## src/rtl/backoff_pkg.sv

```systemverilog
package backoff_pkg;

    typedef enum logic [1:0] {
        ST_IDLE  = 2'd0,
        ST_ARMED = 2'd1,
        ST_ISSUE = 2'd2,
        ST_WAIT  = 2'd3
    } bo_state_e;

endpackage

```

## src/rtl/bo_grow.sv

```systemverilog
// Next backoff count: the limit test is made before doubling, so the count
// steps past the cap once and then holds there.
module bo_grow #(
    parameter int CNT_W = 14,
    parameter int CAP   = 4096
) (
    input  logic [CNT_W-1:0] cnt_i,
    output logic [CNT_W-1:0] cnt_o
);
    localparam logic [CNT_W-1:0] CAP_V = CNT_W'(CAP);

    always_comb begin
        if (cnt_i > CAP_V) begin
            cnt_o = cnt_i;
        end else begin
            cnt_o = cnt_i << 1;
        end
    end
endmodule

```

## src/rtl/bo_amount.sv

```systemverilog
// Stall amount for the first request of a failure: the whole scaled count in
// pause mode, or a single fixed unit in legacy mode.
module bo_amount #(
    parameter int CNT_W = 14,
    parameter int SHIFT = 7,
    localparam int AMT_W = CNT_W + SHIFT
) (
    input  logic [CNT_W-1:0] cnt_i,
    input  logic             pause_i,
    output logic [AMT_W-1:0] amt_o
);
    localparam logic [AMT_W-1:0] UNIT_V = AMT_W'(1) << SHIFT;

    always_comb begin
        if (pause_i) begin
            amt_o = {cnt_i, {SHIFT{1'b0}}};
        end else begin
            amt_o = UNIT_V;
        end
    end
endmodule

```

## src/rtl/backoff_pacer.sv

```systemverilog
module backoff_pacer
    import backoff_pkg::*;
#(
    parameter int CAP   = 4096,
    parameter int SHIFT = 7,
    parameter int START = 1,
    localparam int CNT_W = $clog2(CAP) + 2,
    localparam int AMT_W = CNT_W + SHIFT
) (
    input  logic             clk,
    input  logic             rst_n,
    input  logic             op_start,
    input  logic             mode_pause,
    input  logic             att_fail,
    input  logic             att_ok,
    input  logic             stall_done,
    output logic             stall_req,
    output logic [AMT_W-1:0] stall_amt
);
    localparam logic [CNT_W-1:0] START_V = CNT_W'(START);

    typedef struct packed {
        bo_state_e        st;
        logic [CNT_W-1:0] cnt;   // backoff count
        logic [CNT_W-1:0] left;  // legacy units still to issue
        logic             pause; // mode latched for this failure
        logic [AMT_W-1:0] amt;   // amount presented with the request
    } regs_t;

    regs_t r_d, r_q;

    logic [CNT_W-1:0] cnt_grown;
    logic [AMT_W-1:0] amt_first;

    bo_grow #(
        .CNT_W(CNT_W),
        .CAP  (CAP)
    ) u_grow (
        .cnt_i(r_q.cnt),
        .cnt_o(cnt_grown)
    );

    bo_amount #(
        .CNT_W(CNT_W),
        .SHIFT(SHIFT)
    ) u_amount (
        .cnt_i  (r_q.cnt),
        .pause_i(mode_pause),
        .amt_o  (amt_first)
    );

    always_comb begin
        r_d = r_q;
        case (r_q.st)
            ST_IDLE: begin
                if (op_start) begin
                    r_d.st  = ST_ARMED;
                    r_d.cnt = START_V;
                end
            end
            ST_ARMED: begin
                if (op_start) begin
                    r_d.cnt = START_V;
                end else if (att_ok) begin
                    r_d.st = ST_IDLE;
                end else if (att_fail) begin
                    r_d.st    = ST_ISSUE;
                    r_d.pause = mode_pause;
                    r_d.amt   = amt_first;
                    r_d.left  = r_q.cnt - CNT_W'(1);
                end
            end
            ST_ISSUE: begin
                r_d.st = ST_WAIT;
            end
            ST_WAIT: begin
                if (stall_done) begin
                    if (!r_q.pause && (r_q.left != '0)) begin
                        r_d.left = r_q.left - CNT_W'(1);
                        r_d.st   = ST_ISSUE;
                    end else begin
                        r_d.cnt = cnt_grown;
                        r_d.st  = ST_ARMED;
                    end
                end
            end
            default: r_d.st = ST_IDLE;
        endcase
    end

    always_ff @(posedge clk) begin
        if (!rst_n) begin
            r_q.st    <= ST_IDLE;
            r_q.cnt   <= START_V;
            r_q.left  <= '0;
            r_q.pause <= 1'b0;
            r_q.amt   <= '0;
        end else begin
            r_q <= r_d;
        end
    end

    assign stall_req = (r_q.st == ST_ISSUE);
    assign stall_amt = r_q.amt;

endmodule

```

## config.mk

```make
export PLATFORM = sky130hd
export DESIGN_NAME = backoff_pacer
export DESIGN_NICKNAME = d
export VERILOG_FILES = /design/src/rtl/backoff_pkg.sv /design/src/rtl/bo_grow.sv /design/src/rtl/bo_amount.sv /design/src/rtl/backoff_pacer.sv
export SDC_FILE = /design/constraint.sdc
export NUM_CORES = 1
export LEC_CHECK = 0
export BUFFER_PORTS_ARGS = -buffer_cell sky130_fd_sc_hd__buf_2
export CORE_ASPECT_RATIO = 1.2
export CORE_MARGIN = 3
export CORE_UTILIZATION = 62
export CTS_CLUSTER_DIAMETER = 80
export DETAILED_ROUTE_END_ITERATION = 16
export PLACE_DENSITY = 0.84
export SETUP_SLACK_MARGIN = 0.05
export SYNTH_ARGS = -nofsm -noshare
export SYNTH_HDL_FRONTEND = slang
export SYNTH_SLANG_ARGS = --single-unit
```

## constraint.sdc

```tcl
create_clock -name clk -period 3.61 [get_ports clk]
set_input_delay 0.722 -clock clk [delete_from_list [all_inputs] [get_ports clk]]
set_output_delay 0.722 -clock clk [all_outputs]
set_load 0.01 [all_outputs]
```

# Word level (Yosys, flattened, before mapping)
# Index checks and enable logic that the tools add are counted.
[word_totals]
reg_bits = 52
input_bits = 7
[op_classes]
bitwise_logic = 2
addsub = 2
muxes = 17
n_reduce_logical = 10
order_cmp = 1
n_eq_ne = 13
[op_table]
columns = ["cell", "count"]
rows = [
  ["36-bit two-way mux", 3],
  ["14-bit two-way mux", 4],
  ["14-bit one-hot mux with 3 select lines", 1],
  ["30-bit two-way mux", 1],
  ["14-bit one-hot mux with 2 select lines", 1],
  ["14-bit by 1-bit subtractor with 14-bit output, second input constant", 2],
  ["21-bit two-way mux", 1],
  ["2-bit != test, second input constant", 9],
  ["16-bit two-way mux", 1],
  ["14-bit by 13-bit greater-than comparator with 1-bit output, second input constant", 1],
  ["14-bit nonzero test", 1],
  ["6-bit AND reduction", 2],
  ["2-bit two-way mux", 4],
  ["2-bit one-hot mux with 4 select lines", 1],
  ["4-bit AND reduction", 2],
  ["2-bit equality test, second input constant", 2],
  ["3-bit != test, second input constant", 1],
  ["3-bit nonzero test", 1],
  ["2-bit by 1-bit equality test with 1-bit output, second input constant", 1],
  ["2-bit zero test", 1],
  ["1-bit NOT", 2],
  ["2-bit nonzero test", 1],
  ["1-bit logical AND", 1],
  ["1-bit zero test", 1],
]

# Longest topological paths before layout
[logic_depth]
word_depth = 5
ltp_mapped = 8

# By module
# A second synthesis with hierarchy kept.
[hier_totals]
cells_unflattened = 387
area_unflattened_um2 = 3086.7
[by_module_without_submodules]
columns = ["module", "seq_area_each_um2", "instances", "area_per_inst_um2", "cells_per_inst"]
rows = [
  ["backoff_pacer", 1041.0, 1, 2731.4, 343],
  ["bo_grow", 0.0, 1, 188.9, 21],
  ["bo_amount", 0.0, 1, 166.4, 23],
]

# Worst setup path before layout
# OpenSTA, ideal clock, no wires.
[synth_path]
path_type = "input port to flip-flop"
startpoint = "in att_ok"
endpoint = "reg r_q[28] (netlist name)"
setup_slack_ns = 1.708
setup_ns = 0.117
n_path_buf = 0
arrival_time_ns = 1.785
t_required_ns = 3.493
path_stages = 5
cell_sequence = "and4bb_1 > nand2_1 > a2bb2oi_2 > o21ai_0 > a32o_1"
[synth_via]
elab_chain_len = 2
[synth_lines]
columns = ["element", "line_no", "text"]
rows = [
  ["from (decl)", "backoff_pacer.sv:15", "input logic att_ok,"],
  ["2-bit != test (no source line)", "--", ""],
  ["6-bit AND reduction (no source line)", "--", ""],
  ["to (signal assigned)", "backoff_pacer.sv:99", "r_q <= r_d;"],
  ["to (decl)", "backoff_pacer.sv:30", "regs_t r_d, r_q;"],
]
# No other way between the ends.
# A chain may end at the register's enable or synchronous reset.

# Worst setup path after layout
[layout_path]
startpoint = "reg r_q[22] (netlist name)"
endpoint = "reg r_q[29] (netlist name)"
[layout_via]
elab_chain_len = 4
elab_cells_between_ends = 8
classes_between = "add/sub (1); eq/ne (1); mux (3); reduce/logical (3)"
[layout_lines]
columns = ["element", "line_no", "text"]
rows = [
  ["14-bit by 1-bit subtractor with 14-bit output / 14-bit nonzero test (equally long branches)", "backoff_pacer.sv:79, backoff_pacer.sv:78", ""],
  ["14-bit two-way mux / 1-bit logical AND (equally long branches)", "backoff_pacer.sv:78", "if (!r_q.pause && (r_q.left != '0)) begin"],
  ["30-bit two-way mux / 2-bit != test (equally long branches)", "--", ""],
  ["14-bit one-hot mux with 2 select lines / 6-bit AND reduction (equally long branches)", "--", ""],
]
# Several ways; a longest one is shown, not always the timed one. The select of a mux whose other input is x is not followed.

==> flow_results.org <==
** Logic synthesis
- Yosys mapped a number of flops with a built-in enable equal to 0.
- By area the synthesized netlist is led by dfxtp_1 37%, buf_4 6.8%, a21oi_1 4.9%.
- Post-Synthesis Mean Instance Area :: 8.66 µm²
- Of the synthesized area, sequential elements account for 37.0%.
- Of all cell types, the one taking the most synthesized area is dfxtp_1.
- The netlist uses 58 different library cells.
- Cell with the most instances after synthesis :: dfxtp_1
- Summed instance area of the synthesized netlist :: 0.00243 mm²
- The Yosys step of the flow raised 0 warnings.
- Count of state elements after synthesis :: 45
- Synthesis produced 281 cells.
- Most common library cells after synthesis :: 45 x dfxtp_1, 30 x nand2_1, 24 x a21oi_1, 22 x buf_4, 17 x nor2_1
- Ys async rst share :: 0%
- Summed over its instances, the top area cell type makes up 37.0% of the synthesized netlist area.
- The most used flip-flop cell after synthesis is dfxtp_1.

** Critical path
- Maximum fanout along the worst path :: 13
- CP Class :: flop to flop
- Cell class contributing the biggest share of worst-path delay :: compound AO/OA/AOI/OAI gates
- Buffers and inverters on the worst path :: 1
- Arr. time, crit path :: 2590 ps
- The worst setup path is launched from a flop.
- Crit. End Element :: flop
- Walking the worst path, the cells encountered are inv_1, ha_1, nor3b_2, a41oi_2, o2bb2ai_2, nor2_1, a32o_1.
- At the worst endpoint, the required time is 3800 ps.
- CP max stage delay :: 530 ps
- The largest individual stage delay along the critical path comes from the cell o2bb2ai_2.

** STA
- Setup slack of the critical path after layout :: 1210 ps
- Final hold violations :: 0
- Setup violations remaining at the end of the flow were counted as 0.
- Setup repair after global routing missed its margin :: no
- Summed negative setup slack over all endpoints :: 0 ps
- For the finished layout, the period the worst path requires is 2400 ps.
- Worst-case hold slack :: 454 ps
- The clock arrives with 4.84 ps of skew.
- Max-slew violation total from the final report :: 0
- Final clock period utilization by the worst path :: 66.5%
- The worst pin sits at a relative slew slack of 50.0%.
- Static timing analysis puts the maximum clock frequency at 417 MHz.
- Slew at the pin with the worst max-slew slack :: 749 ps

** Power
- Dividing total power by cell area gives a power density of 369 mW/mm².
- Combinational logic burns 5.5% of the power.
- Peak ir drop on the vdd network :: 241 µV
- Power spent charging and discharging nets :: 206 µW
- Clock share of power :: 40.1%
- Summed over all cells, the static leakage comes to 0.911 nW.
- In this run switching power makes up 22.4% of total power.
- The internal portion of the total power is 714 µW.
- Seq pwr share :: 54.4%

** GRT
- The first global-routing pass estimated 8270 µm of wire.
- The total overflow left after global routing is 0.
- Via count of the first global-routing pass :: 1791
- Largest net degree at the start of global routing :: 24
- The number of antenna violations at the first check in global routing was 0.
- In the global route stage, overall resource usage came out at 22.4%.

** Route
- Total iterations of the first detailed-routing run :: 4
- Post-DR vias/cell :: 6.01
- The final route contains 2002 vias.
- Once detail routing completed, the nets flagged for antenna violations numbered 0.
- After detailed routing, the number of remaining DRC violations is 0.
- In this run, the number of DRC markers left after iteration 0 of detailed routing was 219.
- After detailed routing, the total wire length is 5010 µm.
- In the final routed layout, each cell accounts on average for 15.0 µm.

** Run
- Number of max-cap violations :: 0

** CTS
- For this design, the sink count on the clock tree is 45.
- After clock tree synthesis, the clock-pin slew on the worst setup and hold paths is 80 ps.
- Clock root buffer :: clkbuf_8
- TritonCTS built the clock tree.
- For this design, the CTS-stage hold fixing added 0 buffers.
- TritonCTS created 5 clock buffers.
- Count of instances resized after the clock tree is built :: 0
- Buffers added to address setup during post-CTS repair amount to 0.
- No sink is reached through more buffers than the 2 on the longest clock path.
- Insertion delay of the later-clocked pin in the worst-skew pair :: 300 ps
- H-tree depth :: 2

** Final layout
- Area grow syn2layout :: 2.47%
- Nets :: 290
- Diodes inserted :: 0
- Fill cells :: 339
- Share of final-layout standard cells stronger than drive strength 1 :: 17.8%

** Place
- Dpl hpwl :: 3580 µm
- Buffers placed on the I/O ports in this run total 21.
- Worst slack at placement :: 1080 ps
- The congestion estimate from routability-driven global placement came to 0.934.

** Floorplan
- Core area :: 0.00369 mm²
- Die Wd :: 63.2 µm
- Starting Density :: 65.9%
- Total Die Area :: 0.00471 mm²
- Die boundary height :: 74.6 µm
- During I/O placement, the number of pins put on the boundary was 29.
- In this run the core area contains 24 standard-cell rows.

** Status
- Outcome :: finished clean

** Hold path
- The tightest min-delay check is of the flop to flop type.
[worst paths after layout]
check,from,end,slack (ps),cells past startpoint
setup / recovery,r_q[22],r_q[29],1210,7
hold reg to reg,stall_amt[16],stall_amt[16],450,2
hold / removal,stall_amt[16],stall_amt[16],450,2
setup reg to reg,r_q[22],r_q[29],1210,7
[cell usage in the layout, fill, tap and decap left out, drive strengths merged, types with 2 or more instances in the layout]
master   instances
a21oi           25
a22o            13
a22oi            2
a311oi           2
a32o             3
a32oi            2
and2             2
and3             2
buf             22
clkbuf           5
conb             7
dfxtp           45
ha               2
inv              9
nand2           31
nand3           16
nand4            2
nand4b           2
nor2            18
nor3             6
nor3b            3
nor4             5
o211ai           4
o21ai           14
o22ai            2
o2bb2ai          2
o32ai            6
xnor2            7
xor2             4
[layout make-up]
class | instances | area, µm² | area share, %
well taps | 52 | 65.1 | 2.61
flip-flops and latches | 45 | 901 | 36.1
multi-input cells | 198 | 1280 | 51.2
clock buffers | 5 | 68.8 | 2.76
inverters | 9 | 33.8 | 1.36
repair buffers | 22 | 113 | 4.52
clock inverters | 2 | 35.0 | 1.41
[routing by layer]
| layer | vias to the layer above | wire (µm) | global-route usage [%] |
|---|---|---|---|
| met5 | - | 0 | 0 |
| met4 | 0 | 97 | 10.3 |
| met3 | 10 | 285 | 5.22 |
| met2 | 77 | 2460 | 38.0 |
| met1 | 923 | 2160 | 27.3 |
| li1 | 992 | - | - |
[power groups by stage]
stage,Combinational [mW],Sequential (mW),Clock [mW]
after floorplan,0.0422,0.512,0
after global placement,0.0486,0.512,0
after detailed placement,0.0491,0.512,0
after CTS,0.0493,0.500,0.374
after global routing,0.0557,0.501,0.394
final,0.0502,0.500,0.369
[logic make-up after synthesis]
logic type	share of synthesized area, %
AOI/OAI and AO/OA	24.2
xor gates and xnor gates	3.96
adders and majority gates	1.03
buffers and inverters	11.4
DFF	37.0
other	0.154
and+or+nand+nor	22.2
[flip-flops by register name (all words and copies together) (netlist names)]
name	count
r_q	31
stall_amt	14
[worst reg2reg max path: cells and delay by family (launching register included)]
family                     cells  cell delay [ps]
DFF                            1              350
and+or+nand+nor                2              560
adders and majority gates      1              210
AOI/OAI and AO/OA              3             1090
buffers and inverters          1               90
[metrics by stage]
stage               utilization [%]  area [µm²]  total power, mW  std cells
floorplan                         -        2450            0.554        287
global placement               64.7        2390            0.561        326
CTS                            67.5        2490            0.923        333
global route                   67.5        2490            0.951        333
detailed placement             64.7        2390            0.561        326
finish                         67.5        2490            0.919        333
Power figures use the tool's default switching activity.
